**config.mk**
```make
export PLATFORM = sky130hd
export DESIGN_NAME = can_irq_ident
export DESIGN_NICKNAME = d
export VERILOG_FILES = /design/src/rtl/can_irq_pkg.sv /design/src/rtl/can_irq_status.sv /design/src/rtl/can_irq_objects.sv /design/src/rtl/can_irq_encoder.sv /design/src/rtl/can_irq_ident.sv
export SDC_FILE = /design/constraint.sdc
export NUM_CORES = 1
export LEC_CHECK = 0
export BUFFER_PORTS_ARGS = -buffer_cell sky130_fd_sc_hd__buf_2
export CAP_MARGIN = 20
export CORE_ASPECT_RATIO = 0.6
export CORE_UTILIZATION = 30
export DETAILED_ROUTE_END_ITERATION = 7
export SYNTH_ARGS = -nofsm -noshare
export SYNTH_HDL_FRONTEND = slang
export SYNTH_HIERARCHICAL = 1
export SYNTH_SLANG_ARGS = --single-unit
```
**constraint.sdc**
```tcl
create_clock -name clk -period 6.1 [get_ports clk]
set_input_delay 1.22 -clock clk [delete_from_list [all_inputs] [get_ports clk]]
set_output_delay 1.22 -clock clk [all_outputs]
set_load 0.03 [all_outputs]
```
**src/rtl/can_irq_pkg.sv**
```systemverilog
package can_irq_pkg;

    localparam int NOBJ   = 15;
    localparam int ADDR_W = 5;
    localparam int DATA_W = 8;
    localparam int CODE_W = $clog2(NOBJ + 3);

    localparam logic [ADDR_W-1:0] A_CTRL = ADDR_W'(0);
    localparam logic [ADDR_W-1:0] A_STAT = ADDR_W'(1);
    localparam logic [ADDR_W-1:0] A_CODE = ADDR_W'(2);
    localparam int OBJ_BASE = 16;

    // control bits
    localparam int C_IE  = 0;
    localparam int C_SIE = 1;
    localparam int C_EIE = 2;

    // object register bits
    localparam int O_TXIE = 0;
    localparam int O_RXIE = 1;
    localparam int O_PND  = 2;

    typedef struct packed {
        logic       busoff;
        logic       warn;
        logic [2:0] lec;
        logic       rxok;
        logic       txok;
    } stat_t;

    typedef enum logic [1:0] {
        SEL_NONE = 2'd0,
        SEL_STAT = 2'd1,
        SEL_CTRL = 2'd2,
        SEL_OBJ  = 2'd3
    } sel_e;

    // lowest code among pending sources; 0 when idle
    function automatic logic [CODE_W-1:0] pick_code(
        input logic            se,
        input logic [NOBJ-1:0] pend
    );
        logic [CODE_W-1:0] c;
        c = '0;
        if (se) begin
            c = CODE_W'(1);
        end else if (pend[NOBJ-1]) begin
            c = CODE_W'(2);
        end else begin
            for (int i = NOBJ - 2; i >= 0; i--) begin
                if (pend[i]) c = CODE_W'(i + 3);
            end
        end
        return c;
    endfunction

endpackage

```
**src/rtl/can_irq_status.sv**
```systemverilog
module can_irq_status
    import can_irq_pkg::*;
(
    input  logic        clk,
    input  logic        rst,
    input  logic        ev_txok,
    input  logic        ev_rxok,
    input  logic        ev_lec_upd,
    input  logic [2:0]  ev_lec,
    input  logic        warn_in,
    input  logic        busoff_in,
    input  logic        sie,
    input  logic        eie,
    input  logic        wr_stat,
    input  logic [1:0]  wr_keep,
    input  logic        rd_stat,
    output stat_t       stat,
    output logic        se_pend
);

    stat_t stat_q;
    logic  pend_q;
    logic  st_evt, er_evt, set_pend;

    assign st_evt   = ev_txok | ev_rxok | ev_lec_upd;
    assign er_evt   = (warn_in != stat_q.warn) | (busoff_in != stat_q.busoff);
    assign set_pend = (sie & st_evt) | (eie & er_evt);

    always_ff @(posedge clk) begin
        if (rst) begin
            stat_q <= '0;
            pend_q <= 1'b0;
        end else begin
            stat_q.warn   <= warn_in;
            stat_q.busoff <= busoff_in;
            if (ev_lec_upd) stat_q.lec <= ev_lec;
            if (ev_txok)
                stat_q.txok <= 1'b1;
            else if (wr_stat && !wr_keep[0])
                stat_q.txok <= 1'b0;
            if (ev_rxok)
                stat_q.rxok <= 1'b1;
            else if (wr_stat && !wr_keep[1])
                stat_q.rxok <= 1'b0;
            if (set_pend)
                pend_q <= 1'b1;
            else if (rd_stat)
                pend_q <= 1'b0;
        end
    end

    assign stat    = stat_q;
    assign se_pend = pend_q;

    // status read without a new event acknowledges the source
    p_read_clear_r8: assert property (@(posedge clk) disable iff (rst)
        (rd_stat && !set_pend) |=> !se_pend);

    // enabled transmit success raises pending and the flag
    p_txok_set_r3: assert property (@(posedge clk) disable iff (rst)
        (sie && ev_txok) |=> (se_pend && stat.txok));

    // enabled warning change raises pending
    p_warn_chg_r4: assert property (@(posedge clk) disable iff (rst)
        (eie && (warn_in != stat.warn)) |=> se_pend);

endmodule

```
**src/rtl/can_irq_objects.sv**
```systemverilog
module can_irq_objects
    import can_irq_pkg::*;
(
    input  logic            clk,
    input  logic            rst,
    input  logic [NOBJ-1:0] ev_tx,
    input  logic [NOBJ-1:0] ev_rx,
    input  logic [NOBJ-1:0] wr_obj,
    input  logic [2:0]      wdata,
    output logic [NOBJ-1:0] txie,
    output logic [NOBJ-1:0] rxie,
    output logic [NOBJ-1:0] pend
);

    for (genvar g = 0; g < NOBJ; g++) begin : g_obj
        logic tie_q, rie_q, pnd_q, hit;
        logic clr;

        if (g == NOBJ - 1) begin : g_last
            // receive buffer object: transmit direction plays no part
            assign hit = ev_rx[g] & rie_q;
        end else begin : g_norm
            assign hit = (ev_tx[g] & tie_q) | (ev_rx[g] & rie_q);
        end

        assign clr = wr_obj[g] & ~wdata[O_PND];

        always_ff @(posedge clk) begin
            if (rst) begin
                tie_q <= 1'b0;
                rie_q <= 1'b0;
                pnd_q <= 1'b0;
            end else begin
                if (wr_obj[g]) begin
                    tie_q <= wdata[O_TXIE];
                    rie_q <= wdata[O_RXIE];
                end
                if (hit)
                    pnd_q <= 1'b1;
                else if (clr)
                    pnd_q <= 1'b0;
            end
        end

        assign txie[g] = tie_q;
        assign rxie[g] = rie_q;
        assign pend[g] = pnd_q;

        // pending holds until a zero is written to it
        p_pend_hold_r9: assert property (@(posedge clk) disable iff (rst)
            (pend[g] && !clr) |=> pend[g]);

        // enabled receive sets pending
        p_rx_set_r6: assert property (@(posedge clk) disable iff (rst)
            (ev_rx[g] && rxie[g]) |=> pend[g]);
    end

    // transmit on the last object alone never sets it
    p_last_tx_r5: assert property (@(posedge clk) disable iff (rst)
        (!pend[NOBJ-1] && !ev_rx[NOBJ-1]) |=> !pend[NOBJ-1]);

endmodule

```
**src/rtl/can_irq_encoder.sv**
```systemverilog
module can_irq_encoder
    import can_irq_pkg::*;
(
    input  logic              se_pend,
    input  logic [NOBJ-1:0]   obj_pend,
    output logic [CODE_W-1:0] code
);

    always_comb begin
        code = pick_code(se_pend, obj_pend);
    end

endmodule

```
**src/rtl/can_irq_ident.sv**
```systemverilog
module can_irq_ident
    import can_irq_pkg::*;
(
    input  logic              clk,
    input  logic              rst,
    input  logic              ev_txok,
    input  logic              ev_rxok,
    input  logic              ev_lec_upd,
    input  logic [2:0]        ev_lec,
    input  logic              warn_in,
    input  logic              busoff_in,
    input  logic [NOBJ-1:0]   obj_tx_ok,
    input  logic [NOBJ-1:0]   obj_rx_ok,
    input  logic              reg_wr,
    input  logic              reg_rd,
    input  logic [ADDR_W-1:0] reg_addr,
    input  logic [DATA_W-1:0] reg_wdata,
    output logic [DATA_W-1:0] reg_rdata,
    output logic [CODE_W-1:0] irq_code,
    output logic              irq
);

    localparam int OBJ_IDX_W = $clog2(NOBJ + 1);

    logic [DATA_W-1:0] ctrl_q;
    logic [DATA_W-1:0] rdata_q;
    logic              irq_q;
    stat_t             stat;
    logic              se_pend;
    logic [NOBJ-1:0]   obj_pend, obj_txie, obj_rxie, wr_obj;
    logic [CODE_W-1:0] code;
    sel_e              sel;
    logic [OBJ_IDX_W-1:0] obj_idx;
    logic              obj_ok;

    // address decode
    assign obj_idx = OBJ_IDX_W'(reg_addr - ADDR_W'(OBJ_BASE + 1));
    assign obj_ok  = (reg_addr >= ADDR_W'(OBJ_BASE + 1)) &&
                     (reg_addr <= ADDR_W'(OBJ_BASE + NOBJ));

    always_comb begin
        if (reg_addr == A_CTRL)      sel = SEL_CTRL;
        else if (reg_addr == A_STAT) sel = SEL_STAT;
        else if (obj_ok)             sel = SEL_OBJ;
        else                         sel = SEL_NONE;
    end

    for (genvar g = 0; g < NOBJ; g++) begin : g_wsel
        assign wr_obj[g] = reg_wr && (sel == SEL_OBJ) && (obj_idx == OBJ_IDX_W'(g));
    end

    can_irq_status u_status (
        .clk        (clk),
        .rst        (rst),
        .ev_txok    (ev_txok),
        .ev_rxok    (ev_rxok),
        .ev_lec_upd (ev_lec_upd),
        .ev_lec     (ev_lec),
        .warn_in    (warn_in),
        .busoff_in  (busoff_in),
        .sie        (ctrl_q[C_SIE]),
        .eie        (ctrl_q[C_EIE]),
        .wr_stat    (reg_wr && (sel == SEL_STAT)),
        .wr_keep    (reg_wdata[1:0]),
        .rd_stat    (reg_rd && (sel == SEL_STAT)),
        .stat       (stat),
        .se_pend    (se_pend)
    );

    can_irq_objects u_objects (
        .clk    (clk),
        .rst    (rst),
        .ev_tx  (obj_tx_ok),
        .ev_rx  (obj_rx_ok),
        .wr_obj (wr_obj),
        .wdata  (reg_wdata[2:0]),
        .txie   (obj_txie),
        .rxie   (obj_rxie),
        .pend   (obj_pend)
    );

    can_irq_encoder u_encoder (
        .se_pend  (se_pend),
        .obj_pend (obj_pend),
        .code     (code)
    );

    always_ff @(posedge clk) begin
        if (rst) begin
            ctrl_q  <= '0;
            rdata_q <= '0;
            irq_q   <= 1'b0;
        end else begin
            irq_q <= ctrl_q[C_IE] && (code != '0);
            if (reg_wr && sel == SEL_CTRL) ctrl_q <= reg_wdata;
            if (reg_rd) begin
                if (reg_addr == A_CODE)
                    rdata_q <= DATA_W'(code);
                else begin
                    case (sel)
                        SEL_CTRL: rdata_q <= ctrl_q;
                        SEL_STAT: rdata_q <= DATA_W'(stat);
                        SEL_OBJ:  rdata_q <= DATA_W'({obj_pend[obj_idx],
                                                      obj_rxie[obj_idx],
                                                      obj_txie[obj_idx]});
                        default:  rdata_q <= '0;
                    endcase
                end
            end
        end
    end

    assign reg_rdata = rdata_q;
    assign irq_code  = code;
    assign irq       = irq_q;

    // request follows gate and code one edge later
    p_irq_on_r11: assert property (@(posedge clk) disable iff (rst)
        (ctrl_q[C_IE] && irq_code != '0) |=> irq);
    p_irq_off_r11: assert property (@(posedge clk) disable iff (rst)
        (!ctrl_q[C_IE] || irq_code == '0) |=> !irq);

    // an object code implies no higher-priority source pending
    p_prio_r7: assert property (@(posedge clk) disable iff (rst)
        (irq_code >= CODE_W'(3)) |-> (!se_pend && !obj_pend[NOBJ-1]));

    // code 0 only when nothing is pending
    p_idle_r2: assert property (@(posedge clk) disable iff (rst)
        (irq_code == '0) |-> (!se_pend && obj_pend == '0));

endmodule

```
# Word-level counts from Yosys, hierarchy flattened
# Cells that the tools add are included.
# totals
in_bits,55
elab_cells,253
ff_bits,70
# op_classes
addsub,1
n_reduce_logical,46
eq_ne,21
bitwise,65
n_mux,63
order_cmp,3
# op_table
operator,n
$mux W5,16
$and A1 B1 Y1,46
$mux W1,39
$reduce_bool A2 Y1,18
$eq A4 B4 Y1 const B,7
$pmux W8 S3,1
$logic_and A1 B1 Y1,23
$or A1 B1 Y1,18
$eq A4 B3 Y1 const B,4
$bmux W1 S4,3
$eq A4 B2 Y1 const B,2
$mux W8,1
$mux W2,3
$eq A5 B1 Y1 const B,1
$eq A5 B2 Y1 const B,1
$ge A5 B5 Y1 const B,1
$le A5 B5 Y1 const B,1
$logic_not A5 Y1,1
$lt A4 B5 Y1 const B,1
$reduce_bool A5 Y1,1
$eq A2 B2 Y1 const B,2
$eq A4 B1 Y1 const B,1
$logic_not A4 Y1,1
$sub A4 B1 Y4 const B,1
other kinds (4),6

# Longest topological paths before layout
# logic_depth
depth_word,18
depth_mapped,11
ltp_nobuf,9

# By module
# Netlist, hierarchy kept.
# by_module_without_submodules
mod,area_per_inst_um2,cells_each,n_inst
can_irq_objects,1988.2,204,1
can_irq_ident,1541.5,178,1
can_irq_status,286.5,28,1
can_irq_encoder,167.7,31,1

# Least setup slack after synthesis
# No wires, ideal clock.
# synth_timing
path_type,input to register
from,input reg_addr[0]
to,register u_objects.g_obj[0].pnd_q
arrival_time_ns,3.147
slack_ns,2.825
required_ns,5.972
cell_stages,11
cell_sequence,buf_6 > buf_2 > inv_1 > ha_1 > nor2_1 > a21oi_4 > a2bb2oi_4 > nor2_1 > nand2b_1 > a222oi_1 > nor2_1
# synth_between
elab_chain_len,10
word_cells_on_any_way,15
cone_classes,add/sub: 1; order compare: 2; eq/ne: 2; mux: 3; bitwise: 1; reduce/logical: 6
# synth_rtl
element,line_no,text
"start, declared",can_irq_ident.sv:16,"input logic [ADDR_W-1:0] reg_addr,"
$ge A5 B5 Y1 / $le A5 B5 Y1 (equally long branches),"can_irq_ident.sv:38, can_irq_ident.sv:39",
$logic_and A1 B1 Y1,can_irq_ident.sv:38,assign obj_ok = (reg_addr >= ADDR_W'(OBJ_BASE + 1)) &&
$mux W2,can_irq_ident.sv:44,else if (obj_ok) sel = SEL_OBJ;
$mux W2,can_irq_ident.sv:43,else if (reg_addr == A_STAT) sel = SEL_STAT;
$mux W2,can_irq_ident.sv:42,if (reg_addr == A_CTRL) sel = SEL_CTRL;
$eq A2 B2 Y1,can_irq_ident.sv:49,assign wr_obj[g] = reg_wr && (sel == SEL_OBJ) && (obj_idx == OBJ_IDX_W'(g));
$logic_and A1 B1 Y1,can_irq_ident.sv:49,
$logic_and A1 B1 Y1 (*),can_irq_ident.sv:49,
net wr_obj[0],can_irq_ident.sv:30,"logic [NOBJ-1:0] obj_pend, obj_txie, obj_rxie, wr_obj;"
$and A1 B1 Y1 (*),can_irq_objects.sv:26,assign clr = wr_obj[g] & ~wdata[O_PND];
$reduce_bool A2 Y1 (no source line) (*),-,
"end signal, assigned",can_irq_objects.sv:32,pnd_q <= 1'b0;
"end signal, assigned",can_irq_objects.sv:39,pnd_q <= 1'b1;
"end signal, assigned",can_irq_objects.sv:41,pnd_q <= 1'b0;
"end, declared",can_irq_objects.sv:16,"logic tie_q, rie_q, pnd_q, hit;"
# Mark *: on every way through the listed nets, which the timed path passes. The rest lies on a longest branch.
# A chain may end at the register's enable or synchronous reset.

# Worst setup path in the final report
# layout_timing
from,input reg_addr[0]
to,register u_objects.g_obj[11].pnd_q
# layout_between
elab_chain_len,10
word_cells_on_any_way,15
cone_classes,add/sub: 1; order compare: 2; eq/ne: 3; mux: 3; bitwise: 1; reduce/logical: 5
# layout_rtl
element,line_no
$ge A5 B5 Y1 / $le A5 B5 Y1 (equally long branches),"can_irq_ident.sv:38, can_irq_ident.sv:39"
$logic_and A1 B1 Y1,can_irq_ident.sv:38
$mux W2,can_irq_ident.sv:44
$mux W2,can_irq_ident.sv:43
$mux W2,can_irq_ident.sv:42
$eq A2 B2 Y1,can_irq_ident.sv:49
$logic_and A1 B1 Y1,can_irq_ident.sv:49
$logic_and A1 B1 Y1 (*),can_irq_ident.sv:49
net wr_obj[11],can_irq_ident.sv:30
$and A1 B1 Y1 (*),can_irq_objects.sv:26
$reduce_bool A2 Y1 (no source line) (*),-
"end signal, assigned",can_irq_objects.sv:32
"end signal, assigned",can_irq_objects.sv:39
"end signal, assigned",can_irq_objects.sv:41
"end, declared",can_irq_objects.sv:16
# Marks and branches as above.

==> out/results.txt <==
Final hold violation count: 0
CP bufs+invs: 2
Boundary Pins: 69
Synth Instances: 441
Cell variety after synth: 50
EDFF count, synth: 0
Wirelength per Cell: 17.8 um
Syn nets: 501
CTS clk-pin slew, worst paths: 50 ps
Max Freq: 286 MHz
CORE AREA: 12900 um^2
Yosys warning count: 6
Die area: 13800 um^2
DR vias/cell: 5.40
Critical path's most frequent cell: nor2_1
Largest net degree at the start of global routing: 70
Crit Reg-Reg Startpoint: u_objects/g_obj[8].pnd_q$_SDFFE_PP0P_
Clk buf depth: 2
Synth top area share: 0.352
Comb pwr share: 0.109
Post_cts resized: 0
Max cap viols: 0
Flop pwr share: 0.413
Setup crit end kind: register
Worst-skew pair later-pin latency: 340 ps
CP max-delay cell: nor2_1
Seq/Total Area, Yosys: 0.352
First-pass GRT wire length: 17.6 mm
Initial antenna violation count: 0
Reg2reg end: reg_rdata[0]$_SDFFE_PP0P_
Clock skew: 5.48 ps
Psw: 279 uW
Site Rows: 32
Fin. max-slew vios: 0
Final Total Pwr: 1140 uW
CTS Sinks: 70
Total gr overflow: 0
Asr flop ratio synth: 0
Commonest cells in the netlist: nor2_1, dfxtp_1, buf_4, mux2i_1, a21oi_1
Worst min path class: reg -> reg
Detailed Routing Iterations Pass 1: 5
# diodes: 0
Die W: 151 um
CTS tree: built
Final ANT Viol Nets: 0
Cell family with most CP delay: simple AND/OR/NAND/NOR gates
Clock buffer count from CTS: 9
PortBufs: 67
Final Non-Filler Cells: 629
Initial core utilization: 0.309
DR vias: 3396
Die Ht: 91.3 um
Avg Inst Size Synth: 9.03 um^2
Post-DP HPWL: 8.27 mm
Total Routing Usage GR: 0.170
Hold EP: ctrl_q[3]$_SDFFE_PP0P_
Most frequent cell after synthesis: nor2_1
Post-Syn Area: 3980 um^2
Proportion of layout cells with a drive suffix above 1: 0.214
Reg2reg setup slack: 4090 ps
Area Growth Syn to Fin: 10.5%
Area after DPL: 4100 um^2
Outcome: complete, no violations
Crit path cell chain: buf_2 -> inv_1 -> ha_1 -> nor2_1 -> a21oi_4 -> a2bb2oi_4 -> nor2_1 -> nand2b_1 -> a222oi_1 -> nor2_1
Crit start category: input port
Worst-margin pin slew: 877 ps
Hold path cells: 2
# hold bufs at CTS: 0
CP Class: in -> reg
Power Density: 260 nW/um^2
Clock power frac: 0.478
Peak supply drop: 0.128 mV
R2R cell count: 8
CTS HTree Levels: 3
CP peak stage delay: 450 ps
Cell taking the most area after synthesis: dfxtp_1
Final WL: 11.2 mm
Cell area after layout: 4400 um^2
Worst Path Required: 6290 ps
Synth Flop Type: dfxtp_1
RSZ-0062 raised after global routing: false
Hold Crit Start: ctrl_q[3]$_SDFFE_PP0P_
Setup violators final: 0
CP startpoint: reg_addr[0]
WP data arrival: 3680 ps
Synth top area cells: dfxtp_1, mux2i_1, buf_4
Final GP Congestion: 0.840
Flops & latches, synth: 70
CTS Root Cell: clkbuf_16
Final period util: 0.572
Pint: 864 uW
Slew HR: 0.413
Initial DRC Count: 357
Fin Setup TNS: 0 ps
Vias in the first global route: 3225
Net Sw Frac: 0.244
Placed Instances: 614
Layout net count: 515
Tmin final: 3490 ps
Setup repair bufs after CTS: 0
Residual DRC: 0
LEAKAGE: 0.00167 uW
Worst-path maximum fanout: 20
==> routing by layer <==
layer,vias up,GRT usage,routed length [um]
met5,-,0,0
met1,1675,0.252,5530
met4,0,0.0392,78
met3,11,0.0548,1010
met2,134,0.233,4610
li1,1576,-,-
==> tightest hold or removal path, delay by kind of cell (launching register included) <==
kind / cells / cell delay (ps)
flops: 1 / 310
simple gates: 1 / 50
compound gates: 1 / 50
==> worst max-delay path by stage <==
stage / endpoint / depth (start not counted) / slack [ps]
finish: u_objects/g_obj[11].pnd_q$_SDFFE_PP0P_ / 10 / 2610
global route: u_objects/g_obj[11].pnd_q$_SDFFE_PP0P_ / 10 / 2410
detailed placement: u_objects/g_obj[11].pnd_q$_SDFFE_PP0P_ / 10 / 2310
floorplan: u_objects/g_obj[0].pnd_q$_SDFFE_PP0P_ / 11 / 2830
global placement: u_objects/g_obj[8].pnd_q$_SDFFE_PP0P_ / 10 / 2430
CTS: u_objects/g_obj[11].pnd_q$_SDFFE_PP0P_ / 10 / 2650
==> per-stage QoR <==
| stage | hold WS (ps) | setup WS [ps] | util |
|---|---|---|---|
| detailed placement | 451 | 2310 | 0.318 |
| CTS | 459 | 2650 | 0.342 |
| global placement | 444 | 2430 | 0.318 |
| finish | 455 | 2610 | 0.342 |
| global route | 487 | 2410 | 0.342 |
| floorplan | 436 | 2830 | - |
==> sequential cells by signal (all words and copies together) (netlist names) <==
register	flops
ctrl_q	8
irq	1
u_status/stat	7
u_status/se_pend	1
reg_rdata	8
u_objects/g_obj.rie_q	15
u_objects/g_obj.tie_q	15
u_objects/g_obj.pnd_q	15
==> area by class of cell <==
cell class | instances | area [um^2]
inverters | 11 | 41.3
repair buffers | 68 | 343
clock buffers | 10 | 229
fillers | 1311 | 8490
well taps | 170 | 213
clock inverters | 5 | 75.1
multi-input cells | 295 | 2100
flip-flops and latches | 70 | 1400
==> kinds of logic after synthesis <==
kind of cell	after synthesis	synth area share
compound gates	84	0.172
xor+xnor	2	0.00440
fa+ha+maj	5	0.0157
buf+inv	76	0.121
flops	70	0.352
mux	45	0.147
simple gates	159	0.188
==> layout by cell type, fill, tap and decap left out, types with 5 or more instances in the layout <==
cell type / n
nor2_1: 84
mux4_1: 6
a32oi_1: 5
inv_1: 11
ha_1: 5
nand2b_1: 17
clkbuf_16: 9
nor2b_1: 5
nand3_1: 12
mux2i_1: 36
a222oi_1: 14
nand2_1: 20
buf_2: 67
o21ai_0: 6
dfxtp_1: 70
a21oi_1: 23
==> power by group through the flow <==
stage / Combinational, uW / Clock (uW) / Sequential [uW]
4_1_cts: 124 / 555 / 471
6_report: 125 / 546 / 472
5_1_grt: 135 / 576 / 472
3_5_place_dp: 123 / 0 / 481
3_3_place_gp: 121 / 0 / 481
2_1_floorplan: 78.2 / 0 / 483
No activity file was read; power rests on OpenSTA's default activity.
